==> src/rtl/sysopt_pkg.sv <==
package sysopt_pkg;

    localparam int OPT_W  = 8;
    localparam int TSEL_W = 2;

    typedef enum logic [1:0] {
        RK_NONE = 2'd0,
        RK_POR  = 2'd1,
        RK_LVD  = 2'd2,
        RK_INT  = 2'd3
    } rst_kind_e;

    typedef struct packed {
        logic [TSEL_W-1:0] tsel;
        logic              stop_ok;
        logic              spare;
        logic              bus_alt;
        logic              dbg_fn;
        logic              rst_fn;
    } opt_t;

    localparam logic [TSEL_W-1:0] TSEL_INIT = '1;

    function automatic logic [OPT_W-1:0] opt_pack(input opt_t o);
        return {o.tsel, o.stop_ok, o.spare, 1'b0, o.bus_alt, o.dbg_fn, o.rst_fn};
    endfunction

    function automatic opt_t opt_unpack(input logic [OPT_W-1:0] d);
        opt_t o;
        o.tsel    = d[7:6];
        o.stop_ok = d[5];
        o.spare   = d[4];
        o.bus_alt = d[2];
        o.dbg_fn  = d[1];
        o.rst_fn  = d[0];
        return o;
    endfunction

    function automatic opt_t reset_image(input rst_kind_e k, input opt_t prev);
        opt_t o;
        o.tsel    = TSEL_INIT;
        o.stop_ok = 1'b0;
        o.spare   = 1'b0;
        o.bus_alt = 1'b0;
        o.dbg_fn  = 1'b1;
        o.rst_fn  = (k == RK_POR) ? 1'b0 : prev.rst_fn;
        return o;
    endfunction

endpackage

==> src/rtl/sysopt_rst_decode.sv <==
module sysopt_rst_decode
    import sysopt_pkg::*;
(
    input  logic      por_rst,
    input  logic      lvd_rst,
    input  logic      int_rst,
    output rst_kind_e kind,
    output logic      any_rst
);
    always_comb begin
        if (por_rst)      kind = RK_POR;
        else if (lvd_rst) kind = RK_LVD;
        else if (int_rst) kind = RK_INT;
        else              kind = RK_NONE;
        any_rst = (kind != RK_NONE);
    end
endmodule

==> src/rtl/sysopt_store.sv <==
module sysopt_store
    import sysopt_pkg::*;
(
    input  logic             clk,
    input  rst_kind_e        kind,
    input  logic             wr,
    input  logic [OPT_W-1:0] wdata,
    output opt_t             opt,
    output logic             locked
);
    always_ff @(posedge clk) begin
        if (kind != RK_NONE) begin
            opt    <= reset_image(kind, opt);
            locked <= 1'b0;
        end else if (wr && !locked) begin
            opt    <= opt_unpack(wdata);
            locked <= 1'b1;
        end
    end
endmodule

==> src/rtl/sysopt_stop_guard.sv <==
module sysopt_stop_guard (
    input  logic clk,
    input  logic any_rst,
    input  logic stop_req,
    input  logic stop_ok,
    output logic illegal
);
    logic stop_q;

    always_ff @(posedge clk) begin
        if (any_rst) begin
            stop_q  <= 1'b0;
            illegal <= 1'b0;
        end else begin
            stop_q  <= stop_req;
            illegal <= stop_req && !stop_q && !stop_ok;
        end
    end
endmodule

==> src/rtl/sysopt_reg.sv <==
module sysopt_reg
    import sysopt_pkg::*;
(
    input  logic              clk,
    input  logic              por_rst,
    input  logic              lvd_rst,
    input  logic              int_rst,
    input  logic              bus_wr,
    input  logic [OPT_W-1:0]  bus_wdata,
    output logic [OPT_W-1:0]  bus_rdata,
    output logic              locked,
    input  logic              stop_req,
    output logic              illegal_rst_req,
    output logic [TSEL_W-1:0] wdog_tsel,
    output logic              stop_en,
    output logic              bus_pin_alt,
    output logic              dbg_pin_en,
    output logic              rst_pin_en,
    output logic              rst_pullup_en
);
    rst_kind_e kind;
    logic      any_rst;
    opt_t      opt;

    sysopt_rst_decode u_dec (
        .por_rst (por_rst),
        .lvd_rst (lvd_rst),
        .int_rst (int_rst),
        .kind    (kind),
        .any_rst (any_rst)
    );

    sysopt_store u_store (
        .clk    (clk),
        .kind   (kind),
        .wr     (bus_wr),
        .wdata  (bus_wdata),
        .opt    (opt),
        .locked (locked)
    );

    sysopt_stop_guard u_guard (
        .clk      (clk),
        .any_rst  (any_rst),
        .stop_req (stop_req),
        .stop_ok  (opt.stop_ok),
        .illegal  (illegal_rst_req)
    );

    assign bus_rdata     = opt_pack(opt);
    assign wdog_tsel     = opt.tsel;
    assign stop_en       = opt.stop_ok;
    assign bus_pin_alt   = opt.bus_alt;
    assign dbg_pin_en    = opt.dbg_fn;
    assign rst_pin_en    = opt.rst_fn;
    assign rst_pullup_en = opt.rst_fn;
endmodule

==> config.mk <==
export PLATFORM = sky130hd
export DESIGN_NAME = sysopt_reg
export DESIGN_NICKNAME = d
export VERILOG_FILES = /design/src/rtl/sysopt_pkg.sv /design/src/rtl/sysopt_rst_decode.sv /design/src/rtl/sysopt_store.sv /design/src/rtl/sysopt_stop_guard.sv /design/src/rtl/sysopt_reg.sv
export SDC_FILE = /design/constraint.sdc
export NUM_CORES = 1
export LEC_CHECK = 0
export BUFFER_PORTS_ARGS = -buffer_cell sky130_fd_sc_hd__buf_4
export CORE_AREA = 4 4 41 43
export DETAILED_ROUTE_END_ITERATION = 8
export DIE_AREA = 0 0 45 47
export GPL_TIMING_DRIVEN = 0
export HOLD_SLACK_MARGIN = 0.03
export PLACE_DENSITY_LB_ADDON = 0.15
export SYNTH_ARGS = -nofsm -noshare
export SYNTH_HDL_FRONTEND = slang
export SYNTH_HIERARCHICAL = 1
export SYNTH_SLANG_ARGS = --single-unit
==> constraint.sdc <==
create_clock -name clk -period 1.75 [get_ports clk]
set_input_delay 0.35 -clock clk [delete_from_list [all_inputs] [get_ports clk]]
set_output_delay 0.35 -clock clk [all_outputs]
set_load 0.02 [all_outputs]
==> results.sh, run 1 <==
export IMPL_cts_tree="done"
export IMPL_antenna_found_initial=0
export IMPL_p_comb_frac=0.206
export IMPL_max_freq_mhz=768.8
export IMPL_grt_max_degree=8
export IMPL_first_pass_iters=2
export IMPL_swShare=0.2387
export IMPL_power_per_cell_area_mw_per_mm2=783.5
export IMPL_path_clk_slew_ns=0.07
export IMPL_vias_per_cell=4.098
export IMPL_synth_distinct_cells=17
export IMPL_wire_per_inst_um=10.03
export IMPL_io_buffer_count=28
export IMPL_cts_inserted_buffers=3
export IMPL_required_ns=1.40
export IMPL_die_width_um=45
export IMPL_setup_violations=0
export IMPL_crit_arrival_ns=0.95
export IMPL_clockRootBuffer="clkbuf_4"
export IMPL_gp_congestion=0.6390
export IMPL_internal_power_w=0.0004314
export IMPL_ys_seq_elements=10
export IMPL_num_rows=13
export IMPL_die_h_um=47
export IMPL_worst_setup_path_start_kind="flip-flop"
export IMPL_drc_errors=0
export IMPL_grt_usage=0.09547
export IMPL_critical_path_class="reg2out"
export IMPL_cts_setup_buffers=0
export IMPL_ios=31
export IMPL_dieArea_sq_mm=0.002115
export IMPL_grt_pass1_wl_um=1428
export IMPL_final_seq_area_sq_um=210.2
export IMPL_synth_seq_area_share=0.4590
export IMPL_nNetsFinal=92
export IMPL_start_util=0.3519
export IMPL_max_vdd_ir_drop_mv=0.5907
export IMPL_vias=377
export IMPL_fill_cells=135
export IMPL_syn_inst=45
export IMPL_min_period_ns=1.301
export IMPL_end_kind="output pin"
export IMPL_ys_top_cells_by_area="dfxtp_1, mux2i_1, buf_4"
export IMPL_cap_violations=0
export IMPL_syn_avg_cell_area_sq_um=10.18
export IMPL_h_tree_depth=1
export IMPL_synth_area_sq_um=457.9
export IMPL_diodes=0
export IMPL_grt_pass1_vias=352
export IMPL_pwr_share_clk=0.357
export IMPL_multi_input_area_sq_um=172.7
export IMPL_core_area_sq_mm=0.001301
export IMPL_rsz0062_at_grt="no"
export IMPL_yosysTopAreaCell="dfxtp_1"
export IMPL_overflow=0
export IMPL_utilization=0.5558
export IMPL_clk_latency_ns=0.26
export IMPL_syn_nets=59
export IMPL_pwr_share_seq=0.437
export IMPL_cts_buffer_depth=2
export IMPL_ctsHoldBuffers=0
export IMPL_cts_num_sinks=10
export IMPL_hold_path_class="in2reg"
export IMPL_yosysTopAreaCellShare=0.3934
export IMPL_finClkSkew_ns=0.001084
export IMPL_period_share=0.7433
export IMPL_drt_initial_drc_count=5
export IMPL_dp_hpwl_um=758.2
export IMPL_p_leak_nw=0.3641
export IMPL_ys_warn_count=6
export IMPL_worstPathMaxFanout=3
export IMPL_cts_resized=0
export IMPL_power_w=0.0005666
export IMPL_tns_ns=0
export IMPL_final_max_slew_viol_count=0
export IMPL_run_status="completed"
export IMPL_routed_wl_um=923
export IMPL_area_growth_syn_to_layout_pct=57.92
export IMPL_final_hold_violation_count=0
export IMPL_power_switching_w=0.0001352
export IMPL_antenna_left=0
export IMPL_drive_gt1_frac=0.5714
[power by group through the flow]
stage | Sequential [W] | Combinational (W) | Clock [W]
2_1_floorplan | 0.000263 | 0.0000568 | 0
3_3_place_gp | 0.000253 | 0.000117 | 0
6_report | 0.000247 | 0.000117 | 0.000202
5_1_grt | 0.000249 | 0.000126 | 0.000225
4_1_cts | 0.000248 | 0.000118 | 0.000210
3_5_place_dp | 0.000253 | 0.000117 | 0
[layout by cell type, fill, tap and decap left out]
master / n
a21o_2: 1
and2_1: 1
buf_4: 36
buf_6: 1
clkbuf_4: 3
clkbuf_8: 1
conb_1: 1
dfxtp_1: 9
edfxtp_1: 1
inv_1: 1
mux2i_1: 6
nand2_1: 3
nor2_1: 5
nor2b_1: 1
nor2b_4: 1
nor3_1: 3
nor4b_2: 1
o21a_1: 1
or3_1: 1
[flip-flops by register name, summed over array words and instances, names as in the netlist]
register         count
u_guard/stop_q       1
u_store/locked       1
u_guard/illegal      1
u_store/opt          7
[stage by stage]
stage                     hold slack [ns]  cell area [sq um]  cells  worst slack, ns
after global placement             0.4158              686.9     88           0.4157
after CTS                          0.2942              723.2     92           0.4342
after floorplan                    0.3934              457.9     45           0.6498
after global routing               0.3068              723.2     92           0.3966
final                              0.3033              723.2     92           0.4492
after detailed placement           0.4151              686.9     88           0.4326
[kinds of logic (layout without fill, tap and decap cells)]
kind of cell | count (synthesis) | in the layout | synth area share
other | 1 | 1 | 0.008189
AND/OR/NAND/NOR | 16 | 16 | 0.2022
flip-flops | 10 | 10 | 0.4590
buffers and inverters | 10 | 42 | 0.1639
multiplexers | 6 | 6 | 0.1312
AO/OA/AOI/OAI | 2 | 2 | 0.03553
[path summary, 6_finish.rpt]
kind | startpoint | endpoint | slack [ns] | cells past startpoint
worst min-delay path | bus_wr | u_store/locked | 0.30 | 2
worst max-delay path | u_store/opt[0] | rst_pullup_en | 0.45 | 2
worst min register to register | u_guard/stop_q | u_guard/illegal | 0.42 | 1
worst max register to register | u_store/locked | u_store/opt[0] | 0.72 | 4
[synthesized netlist by cell type (all sizes together)]
library cell,count
edfxtp,1
nor2b,2
dfxtp,9
inv,1
conb,1
a21o,1
buf,9
nor2,5
or3,1
nor4b,1
o21a,1
nand2,3
nor3,3
and2,1
mux2i,6
[layer usage]
layer / wire, um / part of all wire / track usage
met5: 0 / 0 / 0
met3: 69 / 0.075 / 0.04598
met4: 0 / 0 / 0.03509
met2: 403 / 0.44 / 0.1328
met1: 450 / 0.49 / 0.1276
[area by class of cell]
class	instances	share of cell area
Buffer	9	0.09862
Clock buffer	4	0.05017
Timing Repair Buffer	28	0.2907
Multi-Input combinational cell	25	0.2388
Tap cell	15	0.02595
Sequential cell	10	0.2907
Inverter	1	0.005190
[worst max-delay path, cell delays in order (launching register included)]
cell	delay (ns)
edfxtp_1	0.40
buf_4	0.15
buf_4	0.14
(Power assumes the default switching activity.)
==> run 2: changes to the inputs <==
- clock period: 1.75 -> 1.2 ns (I/O delays scaled with it)
==> run 2 against run 1 <==
Utilization is 0.87 points lower. Sequential share of layout area is 0.46 points higher. Flip-flop and latch count is the same. Clock power is 46% higher. Non-clock buffer count decreased by 2. Count of clock-buffer cells in the layout unchanged. Worst hold slack got worse by 0.11 ns. Global-route usage unchanged. Cell count down 2.2%. Die area did not move. Largest cell class unchanged.
==> results.sh, run 2 (same netlist as run 1, synthesis figures left out) <==
export IMPL_largest_reg_flops=7
export IMPL_grt_usage=0.09547
export IMPL_clk_latency_ns=0.26
export IMPL_tns_ns=0
export IMPL_vias_per_cell=4.133
export IMPL_critical_path_max_stage_delay_ns=0.38
export IMPL_h_tree_depth=1
export IMPL_clockRootBuffer="clkbuf_4"
export IMPL_final_max_slew_viol_count=0
export IMPL_period_share=0.9418
export IMPL_crit_arrival_ns=0.89
export IMPL_crit_top_cell="buf_4"
export IMPL_run_status="completed"
export IMPL_cts_num_sinks=10
export IMPL_dp_hpwl_um=758.2
export IMPL_grt_pass1_vias=352
export IMPL_grt_max_degree=8
export IMPL_wl_met2_um=400
export IMPL_regMostFlops="u_store/opt"
export IMPL_io_buffer_count=28
export IMPL_drive_gt1_frac=0.5600
export IMPL_nNetsFinal=90
export IMPL_antenna_found_initial=0
export IMPL_power_per_cell_area_mw_per_mm2=1155
export IMPL_reg2reg_to="u_store/opt[0]"
export IMPL_cts_tree="done"
export IMPL_start_util=0.3519
export IMPL_slowest_stage="dfxtp_1"
export IMPL_path_cells="buf_4 -> buf_4"
export IMPL_worst_r2r_cell_count=4
export IMPL_p_comb_frac=0.201
export IMPL_hold_path_class="in2reg"
export IMPL_r2r_start="u_store/locked"
export IMPL_required_ns=0.96
export IMPL_diodes=0
export IMPL_ios=31
export IMPL_worst_setup_path_start_kind="flip-flop"
export IMPL_rrSetupSlack_ns=0.17
export IMPL_path_clk_slew_ns=0.07
export IMPL_drt_initial_drc_count=5
export IMPL_hp_start="bus_wr"
export IMPL_worst_path_buf_inv=2
export IMPL_finClkSkew_ns=0.001084
export IMPL_rsz0062_at_grt="no"
export IMPL_cts_setup_buffers=0
export IMPL_gp_congestion=0.6390
export IMPL_final_hold_violation_count=0
export IMPL_worstHoldPathCells=2
export IMPL_wl_met1_um=443
export IMPL_layout_commonest_cell="buf_4"
export IMPL_wire_per_inst_um=10.19
export IMPL_setup_violations=0
export IMPL_fin_area_sq_um=711.9
export IMPL_swShare=0.2392
export IMPL_vias=372
export IMPL_max_vdd_ir_drop_mv=0.8556
export IMPL_critical_path_class="reg2out"
export IMPL_timing_final_ws_setup_ns=0.06986
export IMPL_die_h_um=47
export IMPL_pwr_share_seq=0.440
export IMPL_max_freq_mhz=884.8
export IMPL_min_period_ns=1.130
export IMPL_internal_power_w=0.0006253
export IMPL_cts_buffer_depth=2
export IMPL_area_growth_syn_to_layout_pct=55.46
export IMPL_met3_length_um=73
export IMPL_power_switching_w=0.0001966
export IMPL_core_area_sq_mm=0.001301
export IMPL_worstPathMaxFanout=4
export IMPL_place_area_sq_um=686.9
export IMPL_top_layer_used="met3"
export IMPL_antenna_left=0
export IMPL_die_width_um=45
export IMPL_end_kind="output pin"
export IMPL_final_cell_mix="buf_4, dfxtp_1, mux2i_1"
export IMPL_cts_inserted_buffers=3
export IMPL_grt_pass1_wl_um=1428
export IMPL_dp_slack_ns=-0.007436
export IMPL_drc_errors=0
export IMPL_first_pass_iters=2
export IMPL_whs_endpoint="u_store/locked"
export IMPL_num_rows=13
export IMPL_dieArea_sq_mm=0.002115
export IMPL_fill_cells=135
export IMPL_overflow=0
export IMPL_utilization=0.5471
export IMPL_p_leak_nw=0.3550
export IMPL_pwr_share_clk=0.359
export IMPL_routed_wl_um=917
export IMPL_cp_top_family="flip-flops"
export IMPL_cap_violations=0
run 2: timing repair:
action | 4_1_cts | 5_1_grt
resized for setup | 1 | 0
setup endpoints to repair | 2 | 1
hold buffers | 0 | 0
run 2: layer usage:
metal,vias up,track usage
met5,-,0
met4,0,0.03509
met3,0,0.04598
met2,14,0.1328
met1,159,0.1276
li1,199,-
run 2: worst max-delay path by stage:
stage | startpoint | slack [ns] | cells past startpoint | to
floorplan | u_store/locked | 0.14 | 4 | u_store/opt[0]
global placement | por_rst | -0.02 | 4 | u_store/opt[0]
global route | u_store/opt[4] | 0.01 | 2 | stop_en
CTS | u_store/opt[0] | 0.01 | 2 | rst_pullup_en
detailed placement | por_rst | -0.007 | 4 | u_store/opt[0]
finish | u_store/opt[4] | 0.07 | 2 | stop_en
run 2: cell type report:
| class | count | area (sq um) | area share |
|---|---|---|---|
| plain buffers | 7 | 56.30 | 0.07909 |
| clock buffers | 4 | 36.28 | 0.05097 |
| inverters | 1 | 3.754 | 0.005272 |
| multi-input cells | 25 | 172.7 | 0.2425 |
| flip-flops and latches | 10 | 210.2 | 0.2953 |
| well taps | 15 | 18.77 | 0.02636 |
| repair buffers | 28 | 214.0 | 0.3005 |
run 2: worst register-to-register path, delay by kind of cell, from the launching register on:
| family | cells | cell delay [ns] |
|---|---|---|
| buf+inv | 1 | 0.14 |
| flops | 1 | 0.34 |
| simple gates | 3 | 0.25 |
run 2: per-stage QoR:
stage	hold WS, ns	power (W)	cells
6_report	0.1933	0.0008219	90
5_1_grt	0.1968	0.0008703	90
4_1_cts	0.1842	0.0008380	91
3_5_place_dp	0.4151	0.0005398	88
3_3_place_gp	0.4158	0.0005390	88
2_1_floorplan	0.3502	0.0004657	45
run 2: power by group through the flow:
stage	Clock [W]	Sequential, W	Combinational (W)
finish	0.000295	0.000361	0.000165
global route	0.000328	0.000363	0.000179
global placement	0	0.000368	0.000171
CTS	0.000306	0.000361	0.000171
detailed placement	0	0.000368	0.000171
floorplan	0	0.000383	0.0000828
==> run 3: changes to the inputs <==
- RECOVER_POWER: unset -> 25
==> run 3 against run 2 <==
Cell count stayed put. Combinational power hardly changed. Worst setup slack better by 0.021 ns. Critical path type unchanged. Critical endpoint unchanged. Largest cell class unchanged.
==> results.sh, run 3 (same netlist as run 1, synthesis figures left out) <==
export IMPL_final_hold_violation_count=0
export IMPL_core_area_sq_mm=0.001301
export IMPL_layout_commonest_cell="buf_4"
export IMPL_crit_top_cell="buf_4"
export IMPL_area_growth_syn_to_layout_pct=52.46
export IMPL_dp_hpwl_um=758.2
export IMPL_finClkSkew_ns=0.001678
export IMPL_p_leak_nw=0.3446
export IMPL_worstHoldPathCells=2
export IMPL_worstPathMaxFanout=4
export IMPL_start_util=0.3519
export IMPL_gp_congestion=0.6390
export IMPL_required_ns=0.96
export IMPL_rsz0062_at_grt="no"
export IMPL_rrSetupSlack_ns=0.17
export IMPL_io_buffer_count=28
export IMPL_clockRootBuffer="clkbuf_4"
export IMPL_period_share=0.9240
export IMPL_overflow=0
export IMPL_first_pass_iters=2
export IMPL_dieArea_sq_mm=0.002115
export IMPL_place_area_sq_um=686.9
export IMPL_critical_path_class="reg2out"
export IMPL_antenna_left=0
export IMPL_min_period_ns=1.109
export IMPL_whs_endpoint="u_store/locked"
export IMPL_path_cells="buf_4 -> buf_4"
export IMPL_die_width_um=45
export IMPL_num_rows=13
export IMPL_cts_num_sinks=10
export IMPL_crit_arrival_ns=0.87
export IMPL_drive_gt1_frac=0.5200
export IMPL_grt_usage=0.09547
export IMPL_cts_buffer_depth=2
export IMPL_ctsHoldBuffers=0
export IMPL_fill_cells=137
export IMPL_end_kind="output pin"
export IMPL_vias_per_cell=4.133
export IMPL_r2r_start="u_store/locked"
export IMPL_slowest_stage="dfxtp_1"
export IMPL_cts_tree="done"
export IMPL_instances_no_fill=90
export IMPL_antenna_found_initial=0
export IMPL_routed_wl_um=922
export IMPL_largest_reg_flops=7
export IMPL_power_per_cell_area_mw_per_mm2=1173
export IMPL_fin_area_sq_um=698.2
export IMPL_drt_initial_drc_count=5
export IMPL_worst_r2r_cell_count=4
export IMPL_hp_start="bus_wr"
export IMPL_ios=31
export IMPL_wire_per_inst_um=10.24
export IMPL_grt_pass1_vias=352
export IMPL_nNetsFinal=90
export IMPL_hold_path_class="in2reg"
export IMPL_clk_latency_ns=0.26
export IMPL_final_cell_mix="buf_4, dfxtp_1, mux2i_1"
export IMPL_cts_inserted_buffers=3
export IMPL_place_inst=88
export IMPL_grt_max_degree=8
export IMPL_worst_setup_path_start_kind="flip-flop"
export IMPL_h_tree_depth=1
export IMPL_critical_path_max_stage_delay_ns=0.37
export IMPL_run_status="completed"
export IMPL_grt_pass1_wl_um=1428
export IMPL_vias=372
export IMPL_setup_violations=0
export IMPL_final_max_slew_viol_count=0
export IMPL_drc_errors=0
export IMPL_path_clk_slew_ns=0.07
export IMPL_max_vdd_ir_drop_mv=0.8545
export IMPL_diodes=0
export IMPL_cap_violations=0
export IMPL_regMostFlops="u_store/opt"
export IMPL_die_h_um=47
export IMPL_reg2reg_to="u_store/opt[0]"
export IMPL_max_freq_mhz=901.8
[run 3: power breakdown]
| part | leakage [nW] | switching, W | internal, W |
|---|---|---|---|
| combinational | 0.240 | 0.0000749 | 0.0000876 |
| clock | 0.0210 | 0.000112 | 0.000184 |
| sequential | 0.0839 | 0.00000988 | 0.000351 |
| total | 0.345 | 0.000197 | 0.000623 |
[run 3: timing repair]
action / in CTS / in global routing
setup endpoints to repair: 2 / 1
resized for setup: 1 / 0
buffers inserted: 0 / 0
pin swaps: 0 / 0
endpoints found under the hold margin: 0 / 0
[run 3: cell type report]
type	instances	area, sq um	area share
multi-input combinational	25	166.4	0.2384
clock buffer	4	36.28	0.05197
sequential	10	210.2	0.3011
inverter	1	3.754	0.005376
tap	15	18.77	0.02688
timing repair buffer	28	206.4	0.2957
buffer	7	56.30	0.08065
[run 3: worst max path at each step]
stage | start | to | slack, ns | cells after the start
global route | u_store/opt[4] | stop_en | 0.03 | 2
CTS | u_store/opt[0] | rst_pullup_en | 0.01 | 2
finish | u_store/opt[4] | stop_en | 0.09 | 2
global placement | por_rst | u_store/opt[0] | -0.02 | 4
detailed placement | por_rst | u_store/opt[0] | -0.007 | 4
floorplan | u_store/locked | u_store/opt[0] | 0.14 | 4
[run 3: critical path, delay by kind of cell, from the launching register on]
| kind | cells | cell delay [ns] |
|---|---|---|
| buffers and inverters | 2 | 0.24 |
| flip-flops | 1 | 0.37 |
[run 3: per-layer routing]
layer  vias to the layer above  GRT usage  part of all wire
met5                         -          0                 0
met4                         0    0.03509                 0
met3                         0    0.04598             0.080
met2                        14     0.1328              0.43
met1                       159     0.1276              0.48
li1                        199          -                 -
[run 3: through the flow]
stage	setup TNS (ns)	worst slack, ns	utilization	hold slack, ns	total power, W
6_report	0	0.09117	0.5365	0.1934	0.0008193
3_5_place_dp	-0.007436	-0.007436	0.5279	0.4151	0.0005398
2_1_floorplan	0	0.1374	-	0.3502	0.0004657
3_3_place_gp	-0.02429	-0.02429	0.5279	0.4158	0.0005390
4_1_cts	0	0.01254	0.5529	0.1842	0.0008380
5_1_grt	0	0.02658	0.5365	0.1968	0.0008670
